==> config.mk <==
export PLATFORM = sky130hd
export DESIGN_NAME = vic_ctrl
export DESIGN_NICKNAME = d
export VERILOG_FILES = /design/src/rtl/vic_pkg.sv /design/src/rtl/vic_edge_detect.sv /design/src/rtl/vic_prio_pick.sv /design/src/rtl/vic_cmd_decode.sv /design/src/rtl/vic_ctrl.sv
export SDC_FILE = /design/constraint.sdc
export NUM_CORES = 1
export LEC_CHECK = 0
export BUFFER_PORTS_ARGS = -buffer_cell sky130_fd_sc_hd__buf_2
export CORE_MARGIN = 3
export CORE_UTILIZATION = 57
export DETAILED_ROUTE_END_ITERATION = 12
export PLACE_DENSITY = 0.88
export SETUP_SLACK_MARGIN = 0.3
export SYNTH_ARGS = -nofsm -noshare
export SYNTH_HDL_FRONTEND = slang
export SYNTH_SLANG_ARGS = --single-unit
==> constraint.sdc <==
create_clock -name clk -period 4.2 [get_ports clk]
set_input_delay 0.63 -clock clk [delete_from_list [all_inputs] [get_ports clk]]
set_output_delay 0.63 -clock clk [all_outputs]
set_load 0.05 [all_outputs]
==> src/rtl/vic_pkg.sv <==
package vic_pkg;
    localparam int VIC_DW = 8;

    typedef enum logic [1:0] {
        ST_READY = 2'd0,
        ST_BASE  = 2'd1,
        ST_CASC  = 2'd2,
        ST_MODE  = 2'd3
    } vic_state_e;

    typedef enum logic [1:0] {
        RS_PEND = 2'd0,
        RS_SERV = 2'd1,
        RS_CASC = 2'd2
    } vic_rsel_e;

    localparam logic [VIC_DW-1:0] CMD_SEL_PEND = 8'h0A;
    localparam logic [VIC_DW-1:0] CMD_SEL_SERV = 8'h0B;
    localparam logic [VIC_DW-1:0] CMD_SEL_CASC = 8'h0C;
    localparam logic [4:0]        CMD_EOI_TAG  = 5'b01100;
    localparam int                CMD_INIT_BIT = 4;
    localparam int                MODE_AUTO_BIT = 1;
endpackage

==> src/rtl/vic_edge_detect.sv <==
module vic_edge_detect #(
    parameter int NLINES = 8
) (
    input  logic              clk,
    input  logic              rst_n,
    input  logic [NLINES-1:0] lines,
    output logic [NLINES-1:0] rise
);
    for (genvar i = 0; i < NLINES; i++) begin : g_line
        logic prev_q;
        always_ff @(posedge clk or negedge rst_n) begin
            if (!rst_n) prev_q <= 1'b0;
            else        prev_q <= lines[i];
        end
        assign rise[i] = lines[i] & ~prev_q;
    end
endmodule

==> src/rtl/vic_prio_pick.sv <==
module vic_prio_pick #(
    parameter int NLINES = 8,
    localparam int IW = (NLINES > 1) ? $clog2(NLINES) : 1
) (
    input  logic [NLINES-1:0] req,
    output logic              any,
    output logic [IW-1:0]     idx,
    output logic [NLINES-1:0] onehot
);
    always_comb begin
        idx = '0;
        for (int i = NLINES - 1; i >= 0; i--) begin
            if (req[i]) idx = IW'(i);
        end
        any    = |req;
        onehot = any ? (NLINES'(1) << idx) : '0;
    end
endmodule

==> src/rtl/vic_cmd_decode.sv <==
module vic_cmd_decode
    import vic_pkg::*;
#(
    parameter int NLINES = 8,
    localparam int IW = (NLINES > 1) ? $clog2(NLINES) : 1
) (
    input  logic              bus_sel,
    input  logic              bus_wr,
    input  logic [VIC_DW-1:0] bus_wdata,
    output logic              do_init,
    output logic              do_sel_pend,
    output logic              do_sel_serv,
    output logic              do_sel_casc,
    output logic              do_eoi,
    output logic [IW-1:0]     eoi_idx,
    output logic              do_data
);
    logic cmd_wr;

    always_comb begin
        cmd_wr      = bus_wr && !bus_sel;
        do_data     = bus_wr && bus_sel;
        do_init     = cmd_wr && bus_wdata[CMD_INIT_BIT];
        do_sel_pend = cmd_wr && !do_init && (bus_wdata == CMD_SEL_PEND);
        do_sel_serv = cmd_wr && !do_init && (bus_wdata == CMD_SEL_SERV);
        do_sel_casc = cmd_wr && !do_init && (bus_wdata == CMD_SEL_CASC);
        do_eoi      = cmd_wr && !do_init && (bus_wdata[VIC_DW-1:3] == CMD_EOI_TAG);
        eoi_idx     = bus_wdata[IW-1:0];
    end
endmodule

==> src/rtl/vic_ctrl.sv <==
module vic_ctrl
    import vic_pkg::*;
#(
    parameter int NLINES = 8,
    localparam int IW = (NLINES > 1) ? $clog2(NLINES) : 1
) (
    input  logic              clk,
    input  logic              rst_n,
    input  logic              bus_sel,
    input  logic              bus_wr,
    input  logic [VIC_DW-1:0] bus_wdata,
    output logic [VIC_DW-1:0] bus_rdata,
    input  logic [NLINES-1:0] irq_lines,
    output logic              irq_out,
    input  logic              int_ack,
    output logic              vec_valid,
    output logic [VIC_DW-1:0] vec_out
);
    typedef struct packed {
        vic_state_e        st;
        vic_rsel_e         rsel;
        logic [NLINES-1:0] irr;
        logic [NLINES-1:0] isr;
        logic [NLINES-1:0] mask;
        logic [VIC_DW-1:0] base;
        logic [VIC_DW-1:0] casc;
        logic [VIC_DW-1:0] mode;
        logic [VIC_DW-1:0] vec;
        logic              vv;
    } vic_regs_t;

    vic_regs_t r_q, r_d;

    logic [NLINES-1:0] rise;
    logic              do_init, do_sel_pend, do_sel_serv, do_sel_casc, do_eoi, do_data;
    logic [IW-1:0]     eoi_idx;
    logic              s_any, g_any;
    logic [IW-1:0]     s_idx, g_idx;
    logic [NLINES-1:0] s_onehot, g_onehot;
    logic [NLINES-1:0] below, elig, grant, isr_work;

    vic_edge_detect #(.NLINES(NLINES)) u_edge (
        .clk   (clk),
        .rst_n (rst_n),
        .lines (irq_lines),
        .rise  (rise)
    );

    vic_cmd_decode #(.NLINES(NLINES)) u_dec (
        .bus_sel     (bus_sel),
        .bus_wr      (bus_wr),
        .bus_wdata   (bus_wdata),
        .do_init     (do_init),
        .do_sel_pend (do_sel_pend),
        .do_sel_serv (do_sel_serv),
        .do_sel_casc (do_sel_casc),
        .do_eoi      (do_eoi),
        .eoi_idx     (eoi_idx),
        .do_data     (do_data)
    );

    // lowest-indexed in-service bit sets the priority ceiling
    vic_prio_pick #(.NLINES(NLINES)) u_serv_pick (
        .req    (r_q.isr),
        .any    (s_any),
        .idx    (s_idx),
        .onehot (s_onehot)
    );

    for (genvar i = 0; i < NLINES; i++) begin : g_below
        assign below[i] = !s_any || (IW'(i) < s_idx);
    end

    assign elig = r_q.irr & ~r_q.mask & below;

    vic_prio_pick #(.NLINES(NLINES)) u_req_pick (
        .req    (elig),
        .any    (g_any),
        .idx    (g_idx),
        .onehot (g_onehot)
    );

    always_comb begin
        r_d      = r_q;
        r_d.vv   = 1'b0;
        grant    = (int_ack && g_any) ? g_onehot : '0;

        // pending: grant clears, a fresh edge sets (edge wins)
        r_d.irr  = (r_q.irr & ~grant) | rise;

        isr_work = r_q.isr;
        if (do_eoi) isr_work[eoi_idx] = 1'b0;
        if (!r_q.mode[MODE_AUTO_BIT]) isr_work = isr_work | grant;
        r_d.isr  = isr_work;

        if (int_ack) begin
            r_d.vv  = 1'b1;
            r_d.vec = r_q.base + (g_any ? VIC_DW'(g_idx) : VIC_DW'(NLINES - 1));
        end

        if (do_sel_pend) r_d.rsel = RS_PEND;
        if (do_sel_serv) r_d.rsel = RS_SERV;
        if (do_sel_casc) r_d.rsel = RS_CASC;

        if (do_data) begin
            unique case (r_q.st)
                ST_BASE: begin r_d.base = bus_wdata; r_d.st = ST_CASC;  end
                ST_CASC: begin r_d.casc = bus_wdata; r_d.st = ST_MODE;  end
                ST_MODE: begin r_d.mode = bus_wdata; r_d.st = ST_READY; end
                default: r_d.mask = bus_wdata[NLINES-1:0];
            endcase
        end

        if (do_init) begin
            r_d.st   = ST_BASE;
            r_d.mask = '0;
            r_d.isr  = '0;
            r_d.rsel = RS_PEND;
        end
    end

    always_ff @(posedge clk or negedge rst_n) begin
        if (!rst_n) begin
            r_q.st   <= ST_READY;
            r_q.rsel <= RS_PEND;
            r_q.irr  <= '0;
            r_q.isr  <= '0;
            r_q.mask <= '1;
            r_q.base <= '0;
            r_q.casc <= '0;
            r_q.mode <= '0;
            r_q.vec  <= '0;
            r_q.vv   <= 1'b0;
        end else begin
            r_q <= r_d;
        end
    end

    always_comb begin
        if (bus_sel) begin
            bus_rdata = VIC_DW'(r_q.mask);
        end else begin
            unique case (r_q.rsel)
                RS_SERV: bus_rdata = VIC_DW'(r_q.isr);
                RS_CASC: bus_rdata = r_q.casc;
                default: bus_rdata = VIC_DW'(r_q.irr);
            endcase
        end
    end

    assign irq_out   = (r_q.st == ST_READY) && g_any;
    assign vec_valid = r_q.vv;
    assign vec_out   = r_q.vec;

    // ---------------- assertions ----------------
    assert_ack_vec_R3: assert property (@(posedge clk) disable iff (!rst_n)
        int_ack |=> vec_valid);

    assert_no_ack_vec_R3: assert property (@(posedge clk) disable iff (!rst_n)
        !int_ack |=> !vec_valid);

    assert_init_quiet_R2: assert property (@(posedge clk) disable iff (!rst_n)
        (bus_wr && !bus_sel && bus_wdata[CMD_INIT_BIT]) |=> !irq_out);

    assert_eoi_one_bit_R9: assert property (@(posedge clk) disable iff (!rst_n)
        (bus_wr && !bus_sel && bus_wdata[VIC_DW-1:3] == CMD_EOI_TAG && !int_ack)
        |=> r_q.isr == ($past(r_q.isr) & ~(NLINES'(1) << $past(bus_wdata[IW-1:0]))));

    assert_auto_eoi_R10: assert property (@(posedge clk) disable iff (!rst_n)
        (int_ack && r_q.mode[MODE_AUTO_BIT] && !bus_wr) |=> $stable(r_q.isr));

    assert_spurious_R11: assert property (@(posedge clk) disable iff (!rst_n)
        (int_ack && !g_any && !bus_wr)
        |=> (vec_out == $past(r_q.base) + VIC_DW'(NLINES - 1)) && $stable(r_q.isr));

    assert_single_grant_R8: assert property (@(posedge clk) disable iff (!rst_n)
        $onehot0(g_onehot));
endmodule

After elaboration in Yosys (flattened, before gate mapping)
Index checks and enable logic that the tools add are counted.

Register bits: 69. Output and inout port bits: 18. Word-level logic and storage cells: 137.

$add $sub $neg: 1. Magnitude comparators: 10. Equal/unequal tests: 10. Shift operators: 1. Muxes and demuxes: 38. Bitwise operators: 25. Reduce and logical (&&, ||, !) cells: 34.

Operators with widths (number): $mux W8 (9); $mux W3 (17); $and A8 B8 Y8 (4); $mux W32 (1); $eq A8 B4 Y1 const B (3); $not A8 Y8 (3); $mux W16 (1); $or A8 B8 Y8 (2); $pmux W8 S2 (1); $reduce_or A8 Y1 (2); $lt A3 B3 Y1 const A (4); $logic_and A1 B1 Y1 (11); $reduce_and A2 Y1 (5); $add A8 B3 Y8 (1); $and A1 B1 Y1 (8); $logic_or A1 B1 Y1 (8); $mux W2 (4); $not A1 Y1 (8); $reduce_bool A4 Y1 (2); $shl A1 B3 Y8 const A (1); $eq A2 B2 Y1 const B (3); $lt A1 B3 Y1 const A (2); $lt A2 B3 Y1 const A (2); $pmux W2 S3 (1); other kinds (12) (16).

Depth between registers and ports, before layout
Word-level depth: 25. Depth in mapped cells: 14. Mapped depth without buffers: 13.

By module
From an unflattened synthesis, not the netlist that was laid out.

Cells, all modules: 358. Area total of the unflattened synthesis: 3575.9 um2.

By module, submodules not included: vic_ctrl (times used 1, cells an instance 277, area each 2860.2 um2, sequential area each 1361.3 um2); vic_edge_detect (times used 1, cells an instance 16, area each 310.3 um2, sequential area each 200.2 um2); vic_prio_pick (times used 2, cells an instance 25, area each 141.4 um2, sequential area each 0.0 um2); vic_cmd_decode (times used 1, cells an instance 15, area each 122.6 um2, sequential area each 0.0 um2).

Worst setup path before layout
Ideal clock, no wire load.

Path kind: flip-flop to output port. From: register r_q[42] (netlist bit). To: output irq_out. Arrival time: 2.611 ns. Data required time: 3.570 ns. Path slack: 0.959 ns. Stages on the path, launching flop included: 6. Path through: dfrtp_1 -> or3b_2 -> a21oi_1 -> nor3_1 -> nor2b_1 -> nor3_1.

Word-level cells in the longest chain between the ends: 7. Elaborated cells between the ends (all ways): 23. Classes of those cells: 8 x order compare; 2 x mux; 1 x bitwise; 12 x reduce/logical.

RTL lines: start, declared (RTL line vic_ctrl.sv:32) `vic_regs_t r_q, r_d;`; start signal, assigned (RTL line vic_ctrl.sv:135) `r_q <= r_d;`; $mux W3 (2 in series) (RTL line vic_prio_pick.sv:13) `if (req[i]) idx = IW'(i);`; $lt A1 B3 Y1, or another cell as far along (RTL line vic_ctrl.sv:71) `assign below[i] = !s_any || (IW'(i) < s_idx);`; $logic_or A1 B1 Y1 (RTL line vic_ctrl.sv:71); $and A8 B8 Y8 (*) (RTL line vic_ctrl.sv:74) `assign elig = r_q.irr & ~r_q.mask & below;`; $reduce_or A8 Y1 (*) (RTL line vic_prio_pick.sv:15) `any = |req;`; $logic_and A1 B1 Y1 (*) (RTL line vic_ctrl.sv:151) `assign irq_out = (r_q.st == ST_READY) && g_any;`; end, declared (RTL line vic_ctrl.sv:14) `output logic irq_out,`.

Every way passes the cells marked *; elsewhere a longest branch is shown, timed or not.

Worst setup path after layout
From: register r_q[41] (netlist bit). To: register r_q, in the netlist vec_out[7].

Word-level cells in the longest chain between the ends: 14. Elaborated cells between the ends (all ways): 31. Classes of those cells: 1 x add/sub; 8 x order compare; 10 x mux; 1 x bitwise; 11 x reduce/logical.

RTL lines: $mux W3 or $reduce_or A8 Y1 (tied branches) (RTL line vic_prio_pick.sv:13, vic_prio_pick.sv:15); $lt A3 B3 Y1 or $logic_not A1 Y1 (tied branches) (RTL line vic_ctrl.sv:71); $logic_or A1 B1 Y1 (RTL line vic_ctrl.sv:71); $and A8 B8 Y8 (*) (RTL line vic_ctrl.sv:74); $mux W3 (8 in series) (RTL line vic_prio_pick.sv:13); $mux W3 (*) (RTL line vic_ctrl.sv:98) `r_d.vec = r_q.base + (g_any ? VIC_DW'(g_idx) : VIC_DW'(NLINES - 1));`; $add A8 B3 Y8 (*) (RTL line vic_ctrl.sv:98).

Marked as above. A chain may end at the register's enable or synchronous reset.

==> metrics.cfg <==
[status]
status = finished clean

[sta]
slew_violations = 0
skew_ps = 7.85
setup_viol_count_final = 0
min_period_over_period_pct = 77.4
rsz0062_at_grt = false
fmax_mhz = 308
tightest_slew_ps = 846
period_needed_ps = 3250
max_slew_margin_pct = 43.6
setup_tns_ps = 0
hold_violations = 0

[logic_synthesis]
ys_ff_latch = 62
ys_types = 47
synth_area_um2 = 3220
ys_seq_area_share_pct = 48.6
synth_flop_cell = dfrtp_1
synth_cells = 334
avgSynthCellArea_um2 = 9.63
ys_async_sr_fraction_pct = 100
yosysWarnings = 0
synth-edff-count = 0
synth_nets = 361

[clocking]
ctsHoldBuffers = 0
post_cts_buffers = 0
post_cts_resized = 0
cts_buffers = 9
clock_latency_ps = 350
cts_tree = done
cts_max_path_buffers = 2
clkTransAtPathRegs_ps = 70
cts_sinks = 62
h-tree-depth = 3
cts-root-buf = clkbuf_8

[critical_path]
critical_path.max_fanout = 10
crit_family = simple AND/OR/NAND/NOR gates
worstPathArrival_ps = 3470
slowest_delay_ps = 500
path_buf_inv = 0
r2r_end = vec_out[7]
slowest_stage = dfrtp_1
crit_chain = nor4_4 > nand2_2 > or4_1 > o21bai_4 > a21o_1 > nand2_1 > ha_1 > a21o_1 > a21oi_1 > nor2_1 > nand3_1 > xor2_1 > a21oi_1
required_ps = 4420
rr_worst_depth = 13
crit_type = reg2reg
crit_path_end_kind = flop
r2r_slack_ps = 950
startpoint_type = flop
rr_startpoint = r_q[41]

[power]
p_seq_share_pct = 36.7
p_sw_uw = 1210
power.share.switching_pct = 44.1
total_leakage_power_uw = 0.00156
p_comb_share_pct = 46.1
clkPwrFrac_pct = 17.2
powerDensity_nw_per_um2 = 768
ir_drop_uv = 369
intPower_uw = 1530

[die]
ioPinCount = 39
coreArea_um2 = 5270
initial_core_util_pct = 61.0
die_w_um = 81.1
die_h_um = 81.1
dieArea_um2 = 6580
rows = 26

[global_route]
grt_pass1_wl_um = 12700
grt.overflow.total = 0
grtUsageTotal_pct = 26.0
grt_antenna_before_repair = 0
grt_pass1_vias = 2582
grt_max_degree = 45

[placement]
place.gp.congestion = 0.975
placed_area_um2 = 3390
place_hpwl_um = 5660
io_buffers = 38

[detailed_routing]
wire_per_inst_um = 17.4
post-route-drc-count = 0
vias_per_cell = 6.13
dr.pass1.iters = 6
num_vias = 2680
drtAntennaViolNets = 0
drt_wl_total_um = 7600
drt_iter0_drc = 243

[job]
max-cap-violations = 0

[finish]
antenna_cells = 0
layout-drive-gt1-share_pct = 24.0
syn_to_final_growth_pct = 10.7
stdcell_area_um2 = 3560
fin_nets = 389

[hold_path]
hp-class = in2async

-- per-stage QoR --
stage               hold WS [ps]  setup slack, ps  std cells  total power, uW  utilization, %
floorplan                    334              959        334             1980               -
CTS                          211              989        437             2730            67.6
finish                       206              949        437             2730            67.6
detailed placement           411              982        421             2260            64.3
global placement             403             1070        421             2220            64.3
global route                 220              767        437             2920            67.6
-- Yosys cell counts, types with 2 or more instances --
| cell | instances | area share (%) |
|---|---|---|
| nor2_1 | 25 | 2.9 |
| or2_2 | 2 | 0.39 |
| nor4b_1 | 2 | 0.54 |
| buf_4 | 8 | 1.9 |
| nand2_1 | 37 | 4.3 |
| xor2_1 | 3 | 0.82 |
| o22ai_1 | 2 | 0.39 |
| a22o_1 | 2 | 0.54 |
| nor2b_1 | 8 | 1.6 |
| dfstp_2 | 8 | 6.5 |
| xnor2_1 | 3 | 0.82 |
| ha_1 | 5 | 1.9 |
| o21ai_1 | 6 | 0.93 |
| clkbuf_1 | 15 | 1.8 |
| o311ai_0 | 4 | 1.1 |
| o21ai_0 | 34 | 5.3 |
| o31ai_1 | 3 | 0.70 |
| a21oi_1 | 21 | 3.3 |
| nor3_1 | 4 | 0.62 |
| a22oi_1 | 9 | 2.1 |
| mux2_2 | 20 | 7.0 |
| o211ai_1 | 8 | 1.9 |
| a21o_1 | 2 | 0.47 |
| inv_1 | 15 | 1.8 |
| dfrtp_1 | 54 | 42 |
| nand3b_1 | 2 | 0.47 |
| nand3_1 | 7 | 1.1 |
| nand2b_1 | 6 | 1.2 |
-- how the worst max path moves through the flow --
stage | startpoint | endpoint | slack [ps] | cells after the start
2_1_floorplan | r_q[42] | irq_out | 960 | 5
3_3_place_gp | r_q[41] | vec_out[7] | 1070 | 13
3_5_place_dp | r_q[41] | vec_out[7] | 980 | 13
4_1_cts | r_q[41] | vec_out[7] | 990 | 13
5_1_grt | r_q[41] | vec_out[7] | 770 | 13
6_report | r_q[41] | vec_out[7] | 950 | 13
-- flip-flops by register name (all words and copies together) (netlist names) --
| register | cells |
|---|---|
| vec_valid | 1 |
| vec_out | 8 |
| r_q | 45 |
| u_edge.g_line.prev_q | 8 |
-- routing by layer --
layer	part of all wire [%]	global-route usage, %	vias to the layer above
met2	47	39.7	125
li1	-	-	1227
met5	0	0	-
met4	2.1	9.29	0
met1	44	35.7	1308
met3	7.7	6.87	20
-- area by class of cell --
cell class              count  area [um^2]
clock buffers              14          163
clock inverters             2         10.0
fillers                   428         1710
inverters                  15         56.3
multi-input cells         233         1470
flip-flops and latches     62         1560
well taps                  70         87.6
repair buffers             41          213
-- cells in the final DEF (no fill, tap or decap), drive strengths merged, types with 2 or more instances in the layout --
cell type  count
o211ai         8
a21oi         21
o311ai         4
nor2b          8
o31ai          3
or2            3
buf           41
nand3b         2
o21bai         2
nand2b         6
nand3          7
inv           15
dfrtp         54
nand2         38
a22oi          9
clkinv         2
clkbuf        14
xor2           3
o21ai         40
mux2          20
nor3           4
a22o           2
ha             5
xnor2          3
a21o           2
nor4b          2
o22ai          2
nor2          25
nor4           2
dfstp          8
-- cells by family (layout without fill, tap and decap cells) --
logic type      after synthesis  count (layout)  share of synthesized area (%)
flops                        62              62                           48.6
mux                          20              20                           7.00
simple gates                104             104                           16.0
buf+inv                      39              72                           5.72
compound gates               97              97                           18.6
xor+xnor                      6               6                           1.63
fa+ha+maj                     6               6                           2.57
-- power groups by stage --
stage / Combinational [uW] / Clock, uW / Sequential [uW]
2_1_floorplan: 1060 / 0 / 919
3_3_place_gp: 1230 / 0 / 992
3_5_place_dp: 1260 / 0 / 1000
4_1_cts: 1260 / 479 / 994
5_1_grt: 1400 / 503 / 1020
6_report: 1260 / 471 / 1000
-- worst register-to-register path: stages (launching register included) --
cell and delay, ps:
dfrtp_1 500, nor4_4 450, nand2_2 90, or4_1 500, o21bai_4 210, a21o_1 220
nand2_1 70, ha_1 220, a21o_1 180, a21oi_1 220, nor2_1 110, nand3_1 110
xor2_1 160, a21oi_1 80
No activity file was read; power rests on OpenSTA's default activity.
